<file path="src/rtl/ovf_irq_pkg.sv">
package ovf_irq_pkg;

    // Byte offsets of the register port
    localparam logic [11:0] OFS_EN_SET  = 12'hCB8;
    localparam logic [11:0] OFS_EN_CLR  = 12'hCBC;
    localparam logic [11:0] OFS_EN_VIEW = 12'hCC0;
    localparam logic [11:0] OFS_ST_W1C  = 12'hCC4;
    localparam logic [11:0] OFS_ST_VIEW = 12'hCC8;

    typedef enum logic [1:0] {
        RSEL_NONE = 2'd0,
        RSEL_EN   = 2'd1,
        RSEL_ST   = 2'd2
    } rsel_e;

endpackage

</file>
<file path="src/rtl/ovf_status_bank.sv">
module ovf_status_bank #(
    parameter int NSRC = 24
) (
    input  logic            clk,
    input  logic            rst_n,
    input  logic [NSRC-1:0] src_pulse,
    input  logic            w1c_we,
    input  logic [NSRC-1:0] w1c_mask,
    output logic [NSRC-1:0] flags
);
    typedef struct packed {
        logic [NSRC-1:0] flag;
    } st_t;

    st_t st_d, st_q;

    always_comb begin
        st_d = st_q;
        for (int i = 0; i < NSRC; i++) begin
            // a pulse in the same cycle as a clear wins
            if (src_pulse[i]) begin
                st_d.flag[i] = 1'b1;
            end else if (w1c_we && w1c_mask[i]) begin
                st_d.flag[i] = 1'b0;
            end
        end
    end

    always_ff @(posedge clk or negedge rst_n) begin
        if (!rst_n) begin
            st_q <= '0;
        end else begin
            st_q <= st_d;
        end
    end

    assign flags = st_q.flag;
endmodule

</file>
<file path="src/rtl/ovf_enable_mask.sv">
module ovf_enable_mask #(
    parameter int NSRC = 24
) (
    input  logic            clk,
    input  logic            rst_n,
    input  logic            set_we,
    input  logic            clr_we,
    input  logic [NSRC-1:0] wmask,
    output logic [NSRC-1:0] enables
);
    typedef struct packed {
        logic [NSRC-1:0] en;
    } msk_t;

    msk_t msk_d, msk_q;

    always_comb begin
        msk_d = msk_q;
        if (set_we) begin
            msk_d.en = msk_q.en | wmask;
        end else if (clr_we) begin
            msk_d.en = msk_q.en & ~wmask;
        end
    end

    always_ff @(posedge clk or negedge rst_n) begin
        if (!rst_n) begin
            msk_q <= '0;
        end else begin
            msk_q <= msk_d;
        end
    end

    assign enables = msk_q.en;
endmodule

</file>
<file path="src/rtl/ovf_reg_port.sv">
module ovf_reg_port
    import ovf_irq_pkg::*;
#(
    parameter int NSRC   = 24,
    parameter int ADDR_W = 12,
    parameter int DATA_W = 32
) (
    input  logic              clk,
    input  logic              rst_n,
    input  logic              wr_en,
    input  logic              rd_en,
    input  logic [ADDR_W-1:0] addr,
    input  logic [DATA_W-1:0] wdata,
    input  logic [NSRC-1:0]   en_view,
    input  logic [NSRC-1:0]   st_view,
    output logic              en_set_we,
    output logic              en_clr_we,
    output logic              st_w1c_we,
    output logic [NSRC-1:0]   wmask,
    output logic [DATA_W-1:0] rdata
);
    localparam int PAD_W = DATA_W - NSRC;

    typedef struct packed {
        logic [DATA_W-1:0] data;
    } rd_t;

    rd_t   rd_d, rd_q;
    rsel_e rsel;

    // write decode: only the implemented low bits reach the storage
    assign wmask     = wdata[NSRC-1:0];
    assign en_set_we = wr_en && (addr == ADDR_W'(OFS_EN_SET));
    assign en_clr_we = wr_en && (addr == ADDR_W'(OFS_EN_CLR));
    assign st_w1c_we = wr_en && (addr == ADDR_W'(OFS_ST_W1C));

    always_comb begin
        if (addr == ADDR_W'(OFS_EN_VIEW)) begin
            rsel = RSEL_EN;
        end else if (addr == ADDR_W'(OFS_ST_VIEW)) begin
            rsel = RSEL_ST;
        end else begin
            rsel = RSEL_NONE;
        end
    end

    always_comb begin
        rd_d = rd_q;
        if (rd_en) begin
            unique case (rsel)
                RSEL_EN: rd_d.data = {{PAD_W{1'b0}}, en_view};
                RSEL_ST: rd_d.data = {{PAD_W{1'b0}}, st_view};
                default: rd_d.data = '0;
            endcase
        end
    end

    always_ff @(posedge clk or negedge rst_n) begin
        if (!rst_n) begin
            rd_q <= '0;
        end else begin
            rd_q <= rd_d;
        end
    end

    assign rdata = rd_q.data;
endmodule

</file>
<file path="src/rtl/ovf_irq_ctrl.sv">
module ovf_irq_ctrl #(
    parameter int GEN_SRC = 16,
    parameter int BW_SRC  = 8,
    parameter int ADDR_W  = 12,
    parameter int DATA_W  = 32
) (
    input  logic              clk,
    input  logic              rst_n,
    input  logic              reg_wr_en,
    input  logic              reg_rd_en,
    input  logic [ADDR_W-1:0] reg_addr,
    input  logic [DATA_W-1:0] reg_wdata,
    output logic [DATA_W-1:0] reg_rdata,
    input  logic [GEN_SRC-1:0] gen_ovf,
    input  logic [BW_SRC-1:0]  bw_ovf,
    output logic              irq
);
    localparam int NSRC = GEN_SRC + BW_SRC;

    logic [NSRC-1:0] src_all;
    logic [NSRC-1:0] status_q;
    logic [NSRC-1:0] en_q;
    logic [NSRC-1:0] wmask;
    logic            en_set_we, en_clr_we, st_w1c_we;

    // bandwidth sources in the low bits, general sources above them
    for (genvar j = 0; j < BW_SRC; j++) begin : g_bw_map
        assign src_all[j] = bw_ovf[j];
    end
    for (genvar i = 0; i < GEN_SRC; i++) begin : g_gen_map
        assign src_all[BW_SRC+i] = gen_ovf[i];
    end

    ovf_reg_port #(
        .NSRC  (NSRC),
        .ADDR_W(ADDR_W),
        .DATA_W(DATA_W)
    ) port_i (
        .clk      (clk),
        .rst_n    (rst_n),
        .wr_en    (reg_wr_en),
        .rd_en    (reg_rd_en),
        .addr     (reg_addr),
        .wdata    (reg_wdata),
        .en_view  (en_q),
        .st_view  (status_q),
        .en_set_we(en_set_we),
        .en_clr_we(en_clr_we),
        .st_w1c_we(st_w1c_we),
        .wmask    (wmask),
        .rdata    (reg_rdata)
    );

    ovf_enable_mask #(.NSRC(NSRC)) mask_i (
        .clk    (clk),
        .rst_n  (rst_n),
        .set_we (en_set_we),
        .clr_we (en_clr_we),
        .wmask  (wmask),
        .enables(en_q)
    );

    ovf_status_bank #(.NSRC(NSRC)) stat_i (
        .clk      (clk),
        .rst_n    (rst_n),
        .src_pulse(src_all),
        .w1c_we   (st_w1c_we),
        .w1c_mask (wmask),
        .flags    (status_q)
    );

    assign irq = |(status_q & en_q);
endmodule

</file>
<file path="config.mk">
export PLATFORM = sky130hd
export DESIGN_NAME = ovf_irq_ctrl
export DESIGN_NICKNAME = d
export VERILOG_FILES = /design/src/rtl/ovf_irq_pkg.sv /design/src/rtl/ovf_status_bank.sv /design/src/rtl/ovf_enable_mask.sv /design/src/rtl/ovf_reg_port.sv /design/src/rtl/ovf_irq_ctrl.sv
export SDC_FILE = /design/constraint.sdc
export NUM_CORES = 1
export LEC_CHECK = 0
export BUFFER_PORTS_ARGS = -buffer_cell sky130_fd_sc_hd__buf_2
export CORE_AREA = 2 2 90 92
export CTS_CLUSTER_DIAMETER = 60
export DETAILED_ROUTE_END_ITERATION = 10
export DIE_AREA = 0 0 92 94
export PLACE_DENSITY = 0.72
export SYNTH_ARGS = -nofsm -noshare
export SYNTH_HDL_FRONTEND = slang
export SYNTH_HIERARCHICAL = 1
export SYNTH_SLANG_ARGS = --single-unit
</file>
<file path="constraint.sdc">
create_clock -name clk -period 2.2 [get_ports clk]
set_clock_uncertainty 0.1 [all_clocks]
set_input_delay 0.11 -clock clk [delete_from_list [all_inputs] [get_ports clk]]
set_output_delay 0.11 -clock clk [all_outputs]
set_load 0.02 [all_outputs]
</file>
==> results_dict.tcl, run 1 <==
set metrics [dict create \
    grt_overflow_total 0 \
    place_ws_ns 0.439 \
    max-slew-margin-rel 0.389 \
    rsz0062_at_grt "false" \
    grt_max_degree 73 \
    outcome "finished clean" \
    p_total_uw 2500 \
    drv_cap 0 \
    worstPathArrival_ns 2.14 \
    synth_area_leaders "dfrtp_1, nand2_1, mux2_2" \
    power_leakage_uw 0.00208 \
    htree_levels 3 \
    hold_class "in -> reg" \
    ys_seq_area_frac 0.487 \
    die-area_um2 8650 \
    cts-root-buf "clkbuf_8" \
    syn_area_per_cell_um2 10.9 \
    num_vias 2994 \
    layout_setup_ws_ns 0.182 \
    vias_per_cell 5.12 \
    path_cells "buf_2, and4bb_2, nand2_1, nor4b_2, buf_4, nand2_1, a21o_1, dlygate4sd3_1" \
    drive_gt1_frac 0.329 \
    ir_drop_mv 0.325 \
    timing.fmax_mhz 496 \
    fp.dieW_um 92 \
    mostFrequentLayoutCells "buf_2, nand2_1, dlygate4sd3_1" \
    wl_per_cell_um 15.5 \
    wl_um 9090 \
    crit_family "buffers and inverters" \
    cp_common_cell "nand2_1" \
    initial_core_util 0.487 \
    syn_area_um2 3700 \
    numCtsBuffers 9 \
    antenna_cells 0 \
    ios 105 \
    grt_pass1_vias 3057 \
    yosysTopAreaCell "dfrtp_1" \
    synth_top_area_frac 0.487 \
    cp_slowest_stage_delay_ns 0.55 \
    path_class "in -> reg" \
    clk_pin_slew_ns 0.07 \
    nFillCells 600 \
    ys_ff_latch 72 \
    gp_congestion 0.791 \
    drtIter0Drc 230 \
    worst_pin_slew_ns 0.916 \
    drt.antenna.violating_nets 0 \
    cp_max_fo 16 \
    synth_cell_types 27 \
    core_um2 7610 \
    clock_latency_ns 0.35 \
    port_buffers 88 \
    track_usage 0.220 \
    dp_hpwl_um 5500 \
    endpoint_kind "register" \
    slowest_stage "dlygate4sd3_1" \
    cp.required_ns 2.33 \
    fin_tns_setup_ns 0 \
    layout.cells.non_filler 585 \
    core.rowCount 32 \
    power_density_nw_per_um2 512 \
    finalCritPeriodShare 0.917 \
    cp-start-kind "input pin" \
    antenna_found_initial 0 \
    drc 0 \
    finalMaxSlewViolations 0 \
    placed_cells 496 \
    die_y_um 94 \
    drt-pass1-iter-count 5 \
    cts.sinks 72 \
    cts.path.max_buffers 2 \
    seq_area_um2 1800 \
    finalNetCount 550 \
    yosysWarnings 6 \
    final_util 0.642 \
    area_growth_pct 31.9 \
    cts_tree "yes" \
    finalHoldViolCount 0 \
    cts_resized 0 \
    multiInputGateArea_um2 1480 \
    postSynthCellCount 340 \
    final_common_cell "buf_2" \
    grt_pass1_wl_um 14700 \
    period_minus_slack_ns 2.02 \
    path_buf_inv 3 \
    finalSetupViolations 0 \
]
[layout make-up]
class                           instances  share of cell area
Clock buffer                           13              0.0284
Clock inverter                          3             0.00384
Inverter                               24              0.0184
Multi-Input combinational cell        203               0.303
Sequential cell                        72               0.369
Tap cell                              102              0.0261
Timing Repair Buffer                  168               0.251
[cells by family (layout without fill, tap and decap cells)]
logic type             count (synthesis)  after routing  share of synthesized area
AO/OA/AOI/OAI                         84             84                      0.205
other                                  1              8                    0.00101
flip-flops                            72             72                      0.487
multiplexers                          24             24                     0.0730
AND/OR/NAND/NOR                       87             87                      0.109
buffers and inverters                 72            208                      0.124
[synth_stat cells]
master and instances:
nand2_1 74, dfrtp_1 72, buf_4 33, a21o_1 24, a22o_1 24, inv_1 24, mux2_2 24, o22ai_2 20
a22oi_1 11, buf_6 8, buf_2 5, o22ai_1 4, nand4_1 3, a22oi_2 1, and4b_1 1, and4bb_2 1
buf_1 1, clkbuf_1 1, conb_1 1, nand3_1 1, nand4b_4 1, nor2_1 1, nor3b_1 1, nor3b_2 1
nor3b_4 1, nor4b_1 1, or3_1 1
[final timing paths]
check	slack [ns]	start	cells past startpoint	end
setup / recovery	0.18	reg_addr[8]	8	stat_i/flags[2]
hold / removal	0.18	reg_rd_en	3	port_i/rdata[2]
setup reg to reg	0.82	stat_i/flags[22]	2	stat_i/flags[22]
hold reg to reg	0.43	register	1	register
max in group asynchronous	1.04	rst_n	2	asynchronous set/reset pin
min in group asynchronous	0.33	rst_n	2	stat_i/flags[12]
[metal layers]
metal  global-route usage  wire (µm)
met1                0.276       3860
met4               0.0908        139
met2                0.376       4510
met3               0.0393        578
met5                    0          0
[tightest hold or removal path: stages]
cell and delay, ns:
buf_2 0.27, nand2_1 0.14, o22ai_2 0.05
[metrics by stage]
stage | hold WS (ns) | cell area (µm²)
CTS | 0.168 | 4880
detailed placement | 0.191 | 4000
finish | 0.177 | 4880
floorplan | -0.286 | 3730
global route | 0.183 | 4880
global placement | 0.187 | 4000
[report_power, final]
group	leakage, µW	switching, µW	internal (µW)
combinational	0.00111	137	143
clock	0.0000814	483	410
sequential	0.000881	1.73	1320
[what timing repair did]
action | CTS | global route
buffers inserted | 0 | 0
endpoints found under the hold margin | 120 | 0
hold buffers | 73 | 0
endpoints found under the setup margin | 0 | 0
(Power assumes the default switching activity.)
==> run 2, diff against run 1 <==
--- a/config.mk
+++ b/config.mk
@@ -7,6 +7,7 @@
 export LEC_CHECK = 0
 export BUFFER_PORTS_ARGS = -buffer_cell sky130_fd_sc_hd__buf_2
 export CORE_AREA = 2 2 90 92
+export CTS_BUF_LIST = sky130_fd_sc_hd__clkbuf_4 sky130_fd_sc_hd__clkbuf_8 sky130_fd_sc_hd__clkbuf_16
 export CTS_CLUSTER_DIAMETER = 60
 export DETAILED_ROUTE_END_ITERATION = 10
 export DIE_AREA = 0 0 92 94
==> run 2 against run 1 <==
  * Register-to-register slack hardly changed
  * Global-route usage is 0.13 points higher
  * Core utilization is 0.20 points higher
  * First-iteration DRC count is 3.5% lower
  * Hold slack better by 0.0031 ns
  * Power is 1.7% higher
  * Count of clock-buffer cells in the layout stayed put
  * Clock power is 4.9% higher
  * Via count is 0.37% lower
  * Combinational power hardly changed
  * Critical path type unchanged
  * Largest cell class unchanged
==> results_dict.tcl, run 2 (synthesis gave the netlist of run 1 again) <==
set metrics [dict create \
    period_minus_slack_ns 2.03 \
    clock_latency_ns 0.34 \
    outcome "finished clean" \
    num_vias 2983 \
    track_usage 0.221 \
    die-area_um2 8650 \
    finalCritPeriodShare 0.924 \
    area_growth_pct 32.3 \
    finalMaxSlewViolations 0 \
    ir_drop_mv 0.320 \
    timing.fmax_mhz 492 \
    post_cts_buffers 0 \
    max-slew-margin-rel 0.398 \
    power_density_nw_per_um2 519 \
    drtIter0Drc 222 \
    timing.rr.start "stat_i/flags[22]" \
    hold_depth 3 \
    vias_per_cell 5.10 \
    wl_um 9090 \
    rsz0062_at_grt "false" \
    layout.cells.non_filler 585 \
    whs_ns 0.180 \
    antenna_cells 0 \
    path_class "in -> reg" \
    initial_core_util 0.487 \
    power_leakage_uw 0.00209 \
    startpoint "reg_addr[8]" \
    hold_buffers 73 \
    cp_max_fo 16 \
    port_buffers 88 \
    placed_cells 496 \
    fp.dieW_um 92 \
    ios 105 \
    drt-pass1-iter-count 4 \
    numCtsBuffers 9 \
    core_um2 7610 \
    cts-root-buf "clkbuf_8" \
    p_total_uw 2540 \
    cp-start-kind "input pin" \
    cts.sinks 72 \
    grt_pass1_wl_um 14800 \
    multiInputGateArea_um2 1480 \
    htree_levels 3 \
    grt_max_degree 73 \
    finalNetCount 550 \
    wl_per_cell_um 15.5 \
    core.rowCount 32 \
    seq_area_um2 1800 \
    r2r_cells 2 \
    dp_hpwl_um 5500 \
    gp_congestion 0.791 \
    fin_tns_setup_ns 0 \
    cts_tree "yes" \
    finalSetupViolations 0 \
    worstHoldStart "reg_rd_en" \
    finalHoldViolCount 0 \
    endpoint_kind "register" \
    final_common_cell "buf_2" \
    place_ws_ns 0.439 \
    mostFrequentLayoutCells "buf_2, nand2_1, dlygate4sd3_1" \
    cts_resized 0 \
    drt.antenna.violating_nets 0 \
    nFillCells 595 \
    drc 0 \
    cts.path.max_buffers 2 \
    worst_pin_slew_ns 0.903 \
    drv_cap 0 \
    grt_overflow_total 0 \
    clk_pin_slew_ns 0.07 \
    grt_pass1_vias 3102 \
    die_y_um 94 \
    layout_setup_ws_ns 0.167 \
    hold_class "in -> reg" \
    worstPathArrival_ns 2.15 \
    cp.required_ns 2.31 \
    drive_gt1_frac 0.337 \
    antenna_found_initial 0 \
]
run 2: critical path: stages:
cell and delay (ns):
buf_2 0.09, and4bb_2 0.36, nand2_1 0.11, nor4b_2 0.32, buf_4 0.30, nand2_1 0.08
a21o_1 0.20, dlygate4sd3_1 0.58
run 2: cell type report:
| class | instances | share of cell area |
|---|---|---|
| inverter | 24 | 0.0184 |
| tap | 102 | 0.0261 |
| clock buffer | 13 | 0.0314 |
| timing repair buffer | 168 | 0.250 |
| clock inverter | 3 | 0.00383 |
| multi-input combinational | 203 | 0.302 |
| sequential | 72 | 0.368 |
run 2: path summary, 6_finish.rpt:
check	endpoint	slack, ns
setup reg to reg	stat_i/flags[22]	0.81
hold / removal	port_i/rdata[2]	0.18
max in group asynchronous	asynchronous set/reset pin	1.03
hold reg to reg	register	0.43
setup / recovery	stat_i/flags[22]	0.17
min in group asynchronous	stat_i/flags[12]	0.34
run 2: stage by stage:
stage          instance area, µm²   util
4_1_cts                      4900  0.644
3_5_place_dp                 4000  0.525
5_1_grt                      4900  0.644
6_report                     4900  0.644
3_3_place_gp                 4000  0.525
2_1_floorplan                3730      -
run 2: report_power, final:
part,switching (µW),internal [µW],leakage (µW)
clock network,477,459,0.0000951
registers,1.73,1320,0.000881
logic,136,143,0.00111
run 2: metal layers:
layer / vias up / part of all wire / global-route usage
li1: 1419 / - / -
met3: 12 / 0.053 / 0.0409
met4: 0 / 0.015 / 0.0958
met1: 1451 / 0.43 / 0.273
met5: - / 0 / 0
met2: 101 / 0.50 / 0.380
